<file path="config.mk">
export PLATFORM = sky130hd
export DESIGN_NAME = irq_moderator
export DESIGN_NICKNAME = d
export VERILOG_FILES = /design/src/rtl/imod_pkg.sv /design/src/rtl/imod_prescale.sv /design/src/rtl/imod_ivl_bank.sv /design/src/rtl/imod_slot.sv /design/src/rtl/irq_moderator.sv
export SDC_FILE = /design/constraint.sdc
export NUM_CORES = 1
export LEC_CHECK = 0
export BUFFER_PORTS_ARGS = -buffer_cell sky130_fd_sc_hd__buf_2
export CORE_MARGIN = 8
export CORE_UTILIZATION = 48
export CTS_CLUSTER_DIAMETER = 200
export DETAILED_ROUTE_END_ITERATION = 10
export GPL_TIMING_DRIVEN = 0
export PLACE_DENSITY_LB_ADDON = 0.1
export RECOVER_POWER = 100
export SETUP_SLACK_MARGIN = 0.15
export SLEW_MARGIN = 10
export SYNTH_ARGS = -nofsm -noshare
export SYNTH_HDL_FRONTEND = slang
export SYNTH_HIERARCHICAL = 1
export SYNTH_SLANG_ARGS = --single-unit
</file>
<file path="constraint.sdc">
create_clock -name clk -period 2.5 [get_ports clk]
set_clock_uncertainty 0.1 [all_clocks]
set_input_delay 0.125 -clock clk [delete_from_list [all_inputs] [get_ports clk]]
set_output_delay 0.125 -clock clk [all_outputs]
set_load 0.005 [all_outputs]
</file>
<file path="src/rtl/imod_pkg.sv">
package imod_pkg;
    typedef enum logic {
        MODE_GROUP  = 1'b0,
        MODE_VECTOR = 1'b1
    } imod_mode_e;

    function automatic int idx_width(input int n);
        return (n > 1) ? $clog2(n) : 1;
    endfunction
endpackage

</file>
<file path="src/rtl/imod_prescale.sv">
module imod_prescale #(
    parameter int RES_W = 8
) (
    input  logic             clk,
    input  logic             rst_n,
    input  logic             base_tick,
    input  logic             res_we,
    input  logic [RES_W-1:0] res_val,
    output logic             dec_tick
);
    typedef struct packed {
        logic [RES_W-1:0] res;
        logic [RES_W-1:0] cnt;
    } pre_t;

    pre_t s_d, s_q;

    always_comb begin
        s_d      = s_q;
        dec_tick = base_tick && (s_q.cnt == s_q.res);
        if (res_we) begin
            s_d.res = res_val;
            s_d.cnt = '0;
        end else if (base_tick) begin
            s_d.cnt = dec_tick ? '0 : s_q.cnt + 1'b1;
        end
    end

    always_ff @(posedge clk or negedge rst_n) begin
        if (!rst_n) s_q <= '0;
        else        s_q <= s_d;
    end
endmodule

</file>
<file path="src/rtl/imod_ivl_bank.sv">
module imod_ivl_bank #(
    parameter int NV    = 4,
    parameter int IVL_W = 8,
    parameter int IDX_W = 2
) (
    input  logic                     clk,
    input  logic                     rst_n,
    input  logic                     vivl_we,
    input  logic [IDX_W-1:0]         vivl_idx,
    input  logic [IVL_W-1:0]         vivl_val,
    input  logic                     givl_we,
    input  logic [IVL_W-1:0]         givl_val,
    output logic [NV-1:0][IVL_W-1:0] ivl_vec,
    output logic [IVL_W-1:0]         ivl_grp
);
    typedef struct packed {
        logic [NV-1:0][IVL_W-1:0] vec;
        logic [IVL_W-1:0]         grp;
    } bank_t;

    bank_t s_d, s_q;

    always_comb begin
        s_d = s_q;
        for (int i = 0; i < NV; i++) begin
            if (vivl_we && (int'(vivl_idx) == i)) s_d.vec[i] = vivl_val;
        end
        if (givl_we) s_d.grp = givl_val;
    end

    always_ff @(posedge clk or negedge rst_n) begin
        if (!rst_n) s_q <= '0;
        else        s_q <= s_d;
    end

    assign ivl_vec = s_q.vec;
    assign ivl_grp = s_q.grp;
endmodule

</file>
<file path="src/rtl/imod_slot.sv">
module imod_slot #(
    parameter int IVL_W = 8
) (
    input  logic             clk,
    input  logic             rst_n,
    input  logic             req,
    input  logic             dec_tick,
    input  logic             flush,
    input  logic [IVL_W-1:0] ivl,
    output logic             send
);
    typedef struct packed {
        logic [IVL_W-1:0] cnt;
        logic             pend;
        logic             send;
    } slot_t;

    slot_t s_d, s_q;
    logic  hit, fire;

    always_comb begin
        s_d  = s_q;
        hit  = req || s_q.pend;
        fire = hit && ((s_q.cnt == '0) || flush);
        s_d.send = fire;
        if (fire) begin
            s_d.cnt  = ivl;
            s_d.pend = 1'b0;
        end else begin
            s_d.pend = hit;
            if (flush)
                s_d.cnt = '0;
            else if (dec_tick && (s_q.cnt != '0))
                s_d.cnt = s_q.cnt - 1'b1;
        end
    end

    always_ff @(posedge clk or negedge rst_n) begin
        if (!rst_n) s_q <= '0;
        else        s_q <= s_d;
    end

    assign send = s_q.send;
endmodule

</file>
<file path="src/rtl/irq_moderator.sv">
module irq_moderator
    import imod_pkg::*;
#(
    parameter int NUM_VEC = 4,
    parameter int RES_W   = 8,
    parameter int IVL_W   = 8,
    localparam int IDX_W  = idx_width(NUM_VEC)
) (
    input  logic               clk,
    input  logic               rst_n,
    input  logic               base_tick,
    input  logic               vec_mode,
    input  logic               res_we,
    input  logic [RES_W-1:0]   res_val,
    input  logic               vivl_we,
    input  logic [IDX_W-1:0]   vivl_idx,
    input  logic [IVL_W-1:0]   vivl_val,
    input  logic               givl_we,
    input  logic [IVL_W-1:0]   givl_val,
    input  logic               flush,
    input  logic [NUM_VEC-1:0] req,
    output logic [NUM_VEC-1:0] vec_send,
    output logic               grp_irq
);
    logic                          dec_tick;
    logic [NUM_VEC-1:0][IVL_W-1:0] ivl_vec;
    logic [IVL_W-1:0]              ivl_grp;
    logic [NUM_VEC-1:0]            vreq;
    logic                          greq;
    imod_mode_e                    mode;

    assign mode = imod_mode_e'(vec_mode);
    assign vreq = (mode == MODE_VECTOR) ? req : '0;
    assign greq = (mode == MODE_GROUP) && (|req);

    imod_prescale #(.RES_W(RES_W)) u_pre (
        .clk       (clk),
        .rst_n     (rst_n),
        .base_tick (base_tick),
        .res_we    (res_we),
        .res_val   (res_val),
        .dec_tick  (dec_tick)
    );

    imod_ivl_bank #(.NV(NUM_VEC), .IVL_W(IVL_W), .IDX_W(IDX_W)) u_bank (
        .clk      (clk),
        .rst_n    (rst_n),
        .vivl_we  (vivl_we),
        .vivl_idx (vivl_idx),
        .vivl_val (vivl_val),
        .givl_we  (givl_we),
        .givl_val (givl_val),
        .ivl_vec  (ivl_vec),
        .ivl_grp  (ivl_grp)
    );

    for (genvar g = 0; g < NUM_VEC; g++) begin : g_vec
        imod_slot #(.IVL_W(IVL_W)) u_slot (
            .clk      (clk),
            .rst_n    (rst_n),
            .req      (vreq[g]),
            .dec_tick (dec_tick),
            .flush    (flush),
            .ivl      (ivl_vec[g]),
            .send     (vec_send[g])
        );
    end

    imod_slot #(.IVL_W(IVL_W)) u_grp (
        .clk      (clk),
        .rst_n    (rst_n),
        .req      (greq),
        .dec_tick (dec_tick),
        .flush    (flush),
        .ivl      (ivl_grp),
        .send     (grp_irq)
    );
endmodule

</file>
==> results.cfg, run 1 <==
[status]
outcome = finished, final reports clean

[setup_path]
worst_ep_required_time_ns = 2.68
path_max_fanout = 8
crit_type = reg2reg
cp_data_arrival_time_ns = 2.51
worstSetupStartpoint = u_pre/s_q[1]
end_kind = flop
reg2reg_from = u_pre/s_q[1]
worstSetupStartpointType = flop

[timing]
slew_violations = 0
worst_pin_slew_ns = 1.140
finalCriticalPeriod_ns = 2.329
rsz0062_at_grt = yes
clock.fmax_mhz = 429.5
layout_worst_path_cycle_share = 0.9314
setup_tns_ns = 0
setup_violations = 0
postLayoutSetupSlackWorst_ns = 0.1715
hold_ws_ns = 0.007302
hold_viol = 0
slew_headroom = 0.2385

[place]
dp_cells = 681
place.gp.congestion = 0.7786
dp.final_hpwl_um = 9002
dp_slack_ns = -0.2110
placed_area_um2 = 6158
io_buffers = 38

[synthesis]
synth_cell_types = 52
syn_area_um2 = 5693
synth_cells = 499
avgSynthCellArea_um2 = 11.41
synth-main-ff-cell = dfrtp_1
synth-edff-count = 0
syn-num-nets = 548
synth.ff_latch_count = 106
async_flop_share = 1.000
ys_seq_area_frac = 0.4659
synth_warnings = 6

[cts]
clockRootBuffer = clkbuf_16
clk_latency_ns = 0.35
tritoncts = yes
cts_sinks = 106
htree_levels = 3
cts_buffers = 9
path_clk_slew_ns = 0.07
clockBufferDepth = 2

[floorplanning]
die_area_um2 = 15600
rows = 39
die_y_um = 124.9
io-pin-count = 43
initial_core_util = 0.4944
die_w_um = 124.9
coreArea_um2 = 11520

[final_layout]
areaGrowthSynthToFinish_pct = 22.29
final_cell_area_um2 = 6962
insertedDiodeCount = 0
nNetsFinal = 656
finalNonFillerCells = 753
post-route-util = 0.6045
final_cell_mix = 103 x dfrtp_1, 53 x mux2_2, 33 x buf_2
layout_commonest_cell = dfrtp_1
layout-drive-gt1-share = 0.3148

[global_route]
grt_pass1_wl_um = 22180
grt-ovfl-total = 0
grt_max_degree = 71
grt_pass1_vias = 4415
antenna_found_initial = 0
grt_usage = 0.1722

[power_and_ir_drop]
p_leak_nw = 2.951
p_total_mw = 6.513
powerDensity_nw_per_um2 = 935.5
peakVddDrop_mv = 0.5285

[routing]
drtPass1Iterations = 4
wire_per_inst_um = 17.35
drt-total-wl_um = 13070
via_count = 4334
drt_iter0_markers = 315
post_drt_via_cell_ratio = 5.756
postRouteAntennaNets = 0
drc = 0

[worst_hold_path]
min_path_type = in2reg
hold_start = vivl_val[0]

[run]
max-cap-violations = 0
-- cells by family after synthesis --
| family | after synthesis | share of synthesized area |
|---|---|---|
| AOI/OAI and AO/OA | 123 | 0.1778 |
| and+or+nand+nor | 136 | 0.1571 |
| muxes | 58 | 0.1136 |
| DFF | 106 | 0.4659 |
| buffers and inverters | 51 | 0.03978 |
| adders and majority gates | 11 | 0.02418 |
| xor gates and xnor gates | 14 | 0.02154 |
-- worst paths after layout --
path	endpoint	slack, ns	depth (start not counted)
worst max-delay path	g_vec[2].u_slot/s_q[5]	0.17	9
worst min-delay path	u_bank/ivl_vec[8]	0.007	2
worst max register to register	g_vec[2].u_slot/s_q[5]	0.17	9
worst min register to register	g_vec[0].u_slot/s_q[7]	0.40	1
max in group asynchronous	g_vec[0].u_slot/s_q[8]	1.07	3
min in group asynchronous	g_vec[2].u_slot/s_q[3]	0.37	2
-- critical path, cell delays in order (launching register included) --
cell and delay (ns):
dfrtp_1 0.40, xnor2_1 0.21, nand4_1 0.20, nor3_4 0.24
buf_12 0.17, buf_8 0.12, or4b_4 0.46, a211oi_1 0.18
a21oi_1 0.06, o21ai_1 0.12
-- registers in the layout, indices dropped and copies added (netlist names) --
register	flops
u_grp/s_q	9
u_pre/s_q	16
g_vec.u_slot/s_q	36
g_vec.u_slot/send	4
u_grp/send	1
u_bank/ivl_vec	32
u_bank/ivl_grp	8
-- power by group --
part | leakage, nW | switching (mW) | internal (mW) | total (mW)
registers | 1.33 | 0.505 | 2.17 | 2.67
clock network | 0.141 | 0.605 | 0.821 | 1.43
logic | 1.48 | 1.30 | 1.12 | 2.42
total | 2.95 | 2.41 | 4.10 | 6.51
-- synthesized netlist by cell type, types with 11 or more instances --
cell | instances | share of area
a21oi_1 | 20 | 0.018
nand4_1 | 14 | 0.015
or2_2 | 15 | 0.016
nor2_1 | 23 | 0.015
mux2_2 | 53 | 0.10
a32oi_1 | 15 | 0.023
inv_1 | 27 | 0.018
ha_1 | 11 | 0.024
nand2_1 | 23 | 0.015
clkbuf_1 | 11 | 0.0073
dfrtp_1 | 106 | 0.47
-- routing by layer --
| layer | vias up | share of wire | global-route usage |
|---|---|---|---|
| met1 | 2166 | 0.47 | 0.2238 |
| met2 | 73 | 0.48 | 0.2746 |
| li1 | 2078 | - | - |
| met3 | 17 | 0.036 | 0.04752 |
| met5 | - | 0 | 0 |
| met4 | 0 | 0.016 | 0.05086 |
-- layout make-up --
class / instances / area, um^2
clock inverters: 2 / 37.54
plain buffers: 24 / 162.7
multi-input cells: 342 / 2844
flip-flops and latches: 106 / 2656
inverters: 27 / 101.3
fillers: 957 / 4554
well taps: 143 / 178.9
repair buffers: 97 / 724.4
clock buffers: 12 / 256.5
-- timing repair --
action / in CTS / in global routing
gates resized for setup: 2 / 13
setup buffers: 4 / 22
pin swaps: 2 / 10
endpoints found under the hold margin: 151 / 0
setup endpoints to repair: 26 / 35
hold buffers: 32 / 0
Power figures use the tool's default switching activity.
==> run 2: changes to the inputs <==
Settings changed: BUFFER_PORTS_ARGS -buffer_cell sky130_fd_sc_hd__buf_2 to -buffer_cell sky130_fd_sc_hd__buf_4, CORE_ASPECT_RATIO set to 1.75.
==> run 2 against run 1 <==
Against the previous run: setup slack worse by 0.021 ns; hold slack improved by 0.012 ns; clock power is essentially flat; count of clock-buffer cells in the layout unchanged; die area increased by 0.88%; sequential cell count stayed put; largest cell class unchanged; critical endpoint is now u_grp/s_q[2]; critical path type unchanged; routed wire length is 0.46% lower; largest power group unchanged.
==> results.cfg, run 2 (same netlist as run 1, synthesis figures left out) <==
[final_layout]
insertedDiodeCount = 0
regMostFlops = g_vec.u_slot/s_q
largest_reg_flops = 36
nNetsFinal = 652
layout-drive-gt1-share = 0.3174
final_cell_area_um2 = 6968
regArea_um2 = 2654
fillers = 1012
final_cell_mix = 105 x dfrtp_1, 53 x mux2_2, 32 x dlygate4sd3_1
finalNonFillerCells = 743
multi_input_area_um2 = 2824
areaGrowthSynthToFinish_pct = 22.40
layout_commonest_cell = dfrtp_1

[cts]
clockBufferDepth = 2
cts_sinks = 106
clk_latency_ns = 0.35
path_clk_slew_ns = 0.07
cts_buffers = 9
htree_levels = 3
tritoncts = yes
clockRootBuffer = clkbuf_16

[floorplanning]
rows = 52
die_w_um = 98.33
die_y_um = 160.1
initial_core_util = 0.4916
coreArea_um2 = 11580
die_area_um2 = 15740
io-pin-count = 43

[global_route]
grt-ovfl-total = 0
antenna_found_initial = 0
grt_usage = 0.1723
grt_pass1_vias = 4442
grt_pass1_wl_um = 21890
grt_max_degree = 107

[status]
outcome = finished, final reports clean

[timing]
clock.fmax_mhz = 425.6
finalCriticalPeriod_ns = 2.350
layout_worst_path_cycle_share = 0.9399
hold_viol = 0
slew_headroom = 0.03031
setup_tns_ns = 0
worst_pin_slew_ns = 1.455
slew_violations = 0
rsz0062_at_grt = yes
setup_violations = 0

[worst_hold_path]
hold_depth = 3
min_path_type = in2reg
worstHoldEndpoint = u_pre/s_q[0]
hold_start = res_we

[routing]
drtPass1Iterations = 6
drt-total-wl_um = 13010
post_drt_via_cell_ratio = 5.816
wire_per_inst_um = 17.51
drc = 0
via_count = 4321
postRouteAntennaNets = 0
drt_iter0_markers = 97

[run]
max-cap-violations = 0

[setup_path]
worstSetupStartpointType = flop
worst_ep_required_time_ns = 2.63
ff2ff_path_depth = 9
reg2reg_slack_ns = 0.15
reg2reg_from = u_pre/s_q[2]
end_kind = flop
path_max_fanout = 7
rr_endpoint = u_grp/s_q[2]
crit_type = reg2reg
cp_data_arrival_time_ns = 2.48

[power_and_ir_drop]
p_leak_nw = 2.936
powerDensity_nw_per_um2 = 937.0
peakVddDrop_mv = 0.5203

[place]
place.gp.congestion = 0.8329
dp_cells = 672
io_buffers = 38
dp.final_hpwl_um = 9199
placed_area_um2 = 6213
==> run 2: routing by layer <==
layer | vias up | global-route usage | share of wire
met4 | 0 | 0.09065 | 0.029
met2 | 75 | 0.3016 | 0.53
met1 | 2143 | 0.1929 | 0.41
met5 | - | 0 | 0
li1 | 2078 | - | -
met3 | 25 | 0.03135 | 0.030
==> run 2: critical path, cell delays in order, from the launching register on <==
cell and delay [ns]:
dfrtp_2 0.42, xnor2_1 0.15, nand4_1 0.20, nor3_4 0.24, buf_12 0.17, buf_8 0.11
buf_4 0.13, a21boi_0 0.22, a311oi_2 0.13, a221o_1 0.36
==> run 2: worst max-delay path by stage <==
stage / end / cells after the start / startpoint
after floorplan: g_vec[0].u_slot/s_q[5] / 8 / u_pre/s_q[3]
after global placement: u_grp/s_q[5] / 8 / u_pre/s_q[3]
after detailed placement: g_vec[0].u_slot/s_q[5] / 8 / u_pre/s_q[2]
after CTS: u_grp/s_q[5] / 9 / u_pre/s_q[5]
after global routing: g_vec[1].u_slot/s_q[3] / 6 / g_vec[1].u_slot/s_q[3]
final: u_grp/s_q[2] / 9 / u_pre/s_q[2]
==> run 2: through the flow <==
stage / setup slack [ns] / hold slack (ns) / total power, mW / utilization
after floorplan: 0.1675 / -0.2706 / 4.417 / -
after global placement: -0.2053 / 0.2585 / 4.986 / 0.5362
after detailed placement: -0.2386 / 0.2273 / 5.080 / 0.5365
after CTS: 0.1315 / 0.007072 / 6.638 / 0.5990
after global routing: 0.03573 / 0.04821 / 6.943 / 0.6017
final: 0.1503 / 0.01883 / 6.529 / 0.6017
==> run 2: layout make-up <==
type / instances / area share
Clock buffer: 12 / 0.03681
Inverter: 27 / 0.01454
Clock inverter: 4 / 0.007183
Sequential cell: 106 / 0.3809
Buffer: 24 / 0.02298
Timing Repair Buffer: 93 / 0.1081
Tap cell: 135 / 0.02424
Multi-Input combinational cell: 342 / 0.4053
==> run 2: timing repair <==
action | 4_1_cts | 5_1_grt
setup buffers | 10 | 13
setup endpoints to repair | 26 | 29
gates resized for setup | 3 | 9
hold buffers | 32 | 0
pin swaps | 4 | 11
endpoints found under the hold margin | 156 | 0
==> run 2: power by group <==
group | switching (mW) | internal, mW | leakage, nW
combinational | 1.33 | 1.13 | 1.46
clock | 0.618 | 0.830 | 0.145
sequential | 0.454 | 2.17 | 1.33
total | 2.41 | 4.12 | 2.94
==> run 3: changes to the inputs <==
Settings changed: ABC_AREA set to 1.
==> run 3 against run 2 <==
Against the previous run: die area up 11%; critical path depth increased by 3; global-route usage is 0.28 points higher; clock power is 3% lower; sequential power decreased by 6%; synthesized cell count rose by 63%; sequential cell count unchanged; utilization is 3.6 points lower; hold slack better by 0.0016 ns; count of clock-buffer cells in the layout unchanged; sequential share of layout area decreased by 2.5 points; critical endpoint is now u_grp/s_q[8]; highest routed layer unchanged.
==> results.cfg, run 3 <==
[final_layout]
finalNonFillerCells = 1076
layout-drive-gt1-share = 0.1497
insertedDiodeCount = 0
largest_reg_flops = 36
fillers = 1285
layout_commonest_cell = nand2_1
nNetsFinal = 946
final_cell_mix = 328 x nand2_1, 106 x dfrtp_1, 79 x inv_1
regMostFlops = g_vec.u_slot/s_q
areaGrowthSynthToFinish_pct = 16.65

[synthesis]
async_flop_share = 1.000
synth.ff_latch_count = 106
yosys.area.top_type = dfrtp_1
avgSynthCellArea_um2 = 7.877
synth_warnings = 6
ys_seq_area_frac = 0.4152
synth_cells = 811
synth_commonest_cells = 322 x nand2_1, 106 x dfrtp_1, 78 x inv_1
syn_area_um2 = 6389
yosys.area.top_type_share = 0.4152
synth-main-ff-cell = dfrtp_1
syn-num-nets = 860
synth_cell_types = 34
synth-edff-count = 0
synth_area_leaders = dfrtp_1 42%, nand2_1 19%, inv_1 4.6%, nand3_1 4.5%, nand4_1 2.9%
yosysMostFrequentCell = nand2_1

[floorplanning]
io-pin-count = 43
initial_core_util = 0.4850
die_area_um2 = 17400
coreArea_um2 = 13170
die_y_um = 168.6
die_w_um = 103.2
rows = 56

[cts]
clockRootBuffer = clkbuf_16
cts_sinks = 106
path_clk_slew_ns = 0.07
clockBufferDepth = 2
clk_latency_ns = 0.35
tritoncts = yes
htree_levels = 3
cts-resized-gates = 0
cts_buffers = 9

[routing]
drc = 0
drt-total-wl_um = 14210
wire_per_inst_um = 13.20
postRouteAntennaNets = 0
post_drt_via_cell_ratio = 4.946
via_count = 5322
drtPass1Iterations = 4
drt_iter0_markers = 163

[timing]
hold_viol = 0
clock.fmax_mhz = 464.8
layout_worst_path_cycle_share = 0.8606
slew_violations = 0
setup_tns_ns = 0
setup_violations = 0
worst_pin_slew_ns = 1.471
finalCriticalPeriod_ns = 2.151
rsz0062_at_grt = no
slew_headroom = 0.01964

[run]
max-cap-violations = 0

[status]
outcome = finished, final reports clean

[place]
dp.final_hpwl_um = 10640
io_buffers = 40
dp_cells = 1025
place.gp.congestion = 0.8281

[global_route]
grt_max_degree = 107
grt_pass1_wl_um = 24320
grt-ovfl-total = 0
grt_pass1_vias = 5403
antenna_found_initial = 0
grt_usage = 0.1752

[power_and_ir_drop]
p_seq_frac = 0.375
p_int_mw = 3.932
p_sw_frac = 0.4036
peakVddDrop_mv = 0.4702
clkPwrFrac = 0.213
p_sw_mw = 2.661
powerDensity_nw_per_um2 = 884.7
p_comb_frac = 0.412
p_leak_nw = 3.905
p_total_mw = 6.593

[setup_path]
crit_type = reg2reg
worstSetupStartpointType = flop
end_kind = flop
worst_ep_required_time_ns = 2.64
cp_data_arrival_time_ns = 2.29
path_max_fanout = 8
ff2ff_path_depth = 12

[worst_hold_path]
hold_depth = 4
min_path_type = in2reg
## run 3: worst paths after layout
path                       slack (ns)                      to          startpoint
setup / recovery                 0.35            u_grp/s_q[8]        u_pre/s_q[6]
hold / removal                   0.02           u_pre/s_q[15]              res_we
setup reg to reg                 0.35            u_grp/s_q[8]        u_pre/s_q[6]
hold reg to reg                  0.38      u_bank/ivl_vec[15]  u_bank/ivl_vec[15]
max in group asynchronous        0.79  g_vec[3].u_slot/s_q[9]               rst_n
min in group asynchronous        0.54           u_pre/s_q[15]               rst_n
## run 3: critical path: stages, from the launching register on
cell     delay (ns)
dfrtp_1        0.44
inv_1          0.07
nand2_1        0.05
nand2_1        0.06
nand2_2        0.05
nor2_1         0.20
nand3_4        0.13
inv_1          0.29
o21ai_1        0.21
nand2_4        0.16
inv_1          0.13
nand2_1        0.08
nand2_1        0.06
## run 3: stage by stage
stage	hold slack, ns	instance area, um^2	utilization	setup WS [ns]
after floorplan	-0.2706	6389	-	0.8644
after global placement	0.2295	6907	0.5243	0.4778
after detailed placement	0.2214	6910	0.5246	0.4147
after CTS	0.0009701	7559	0.5738	0.4131
after global routing	0.03008	7452	0.5657	0.1524
final	0.02047	7452	0.5657	0.3486
## run 3: power by group through the flow
stage	Clock [mW]	Combinational, mW	Sequential, mW
6_report	1.40	2.72	2.47
3_5_place_dp	0	2.73	2.50
3_3_place_gp	0	2.64	2.49
2_1_floorplan	0	2.21	2.41
4_1_cts	1.45	2.79	2.47
5_1_grt	1.51	3.10	2.52
## run 3: cell type report
type	count	area, um^2	area share
Inverter	94	400.4	0.05373
Clock buffer	12	266.5	0.03576
Tap cell	174	217.7	0.02921
Clock inverter	4	31.28	0.004197
Multi-Input combinational cell	600	3151	0.4228
Buffer	11	86.33	0.01158
Sequential cell	106	2653	0.3559
Timing Repair Buffer	75	646.9	0.08680
## run 3: kinds of logic after synthesis
kind of cell / Yosys count / share of synthesized area
xor gates and xnor gates: 27 / 0.03819
DFF: 106 / 0.4152
and+or+nand+nor: 513 / 0.3848
AOI/OAI and AO/OA: 49 / 0.06013
adders and majority gates: 11 / 0.02154
buffers and inverters: 105 / 0.08010
## run 3: repair_timing
item	in CTS	in global routing
hold buffers	35	0
buffers inserted	0	0
hold endpoints to repair	152	0
## run 3: metal layers
| layer | GRT usage | wire (um) | part of all wire |
|---|---|---|---|
| met3 | 0.03209 | 377 | 0.027 |
| met1 | 0.1911 | 5627 | 0.40 |
| met4 | 0.05003 | 191 | 0.013 |
| met2 | 0.3269 | 8009 | 0.56 |
| met5 | 0 | 0 | 0 |
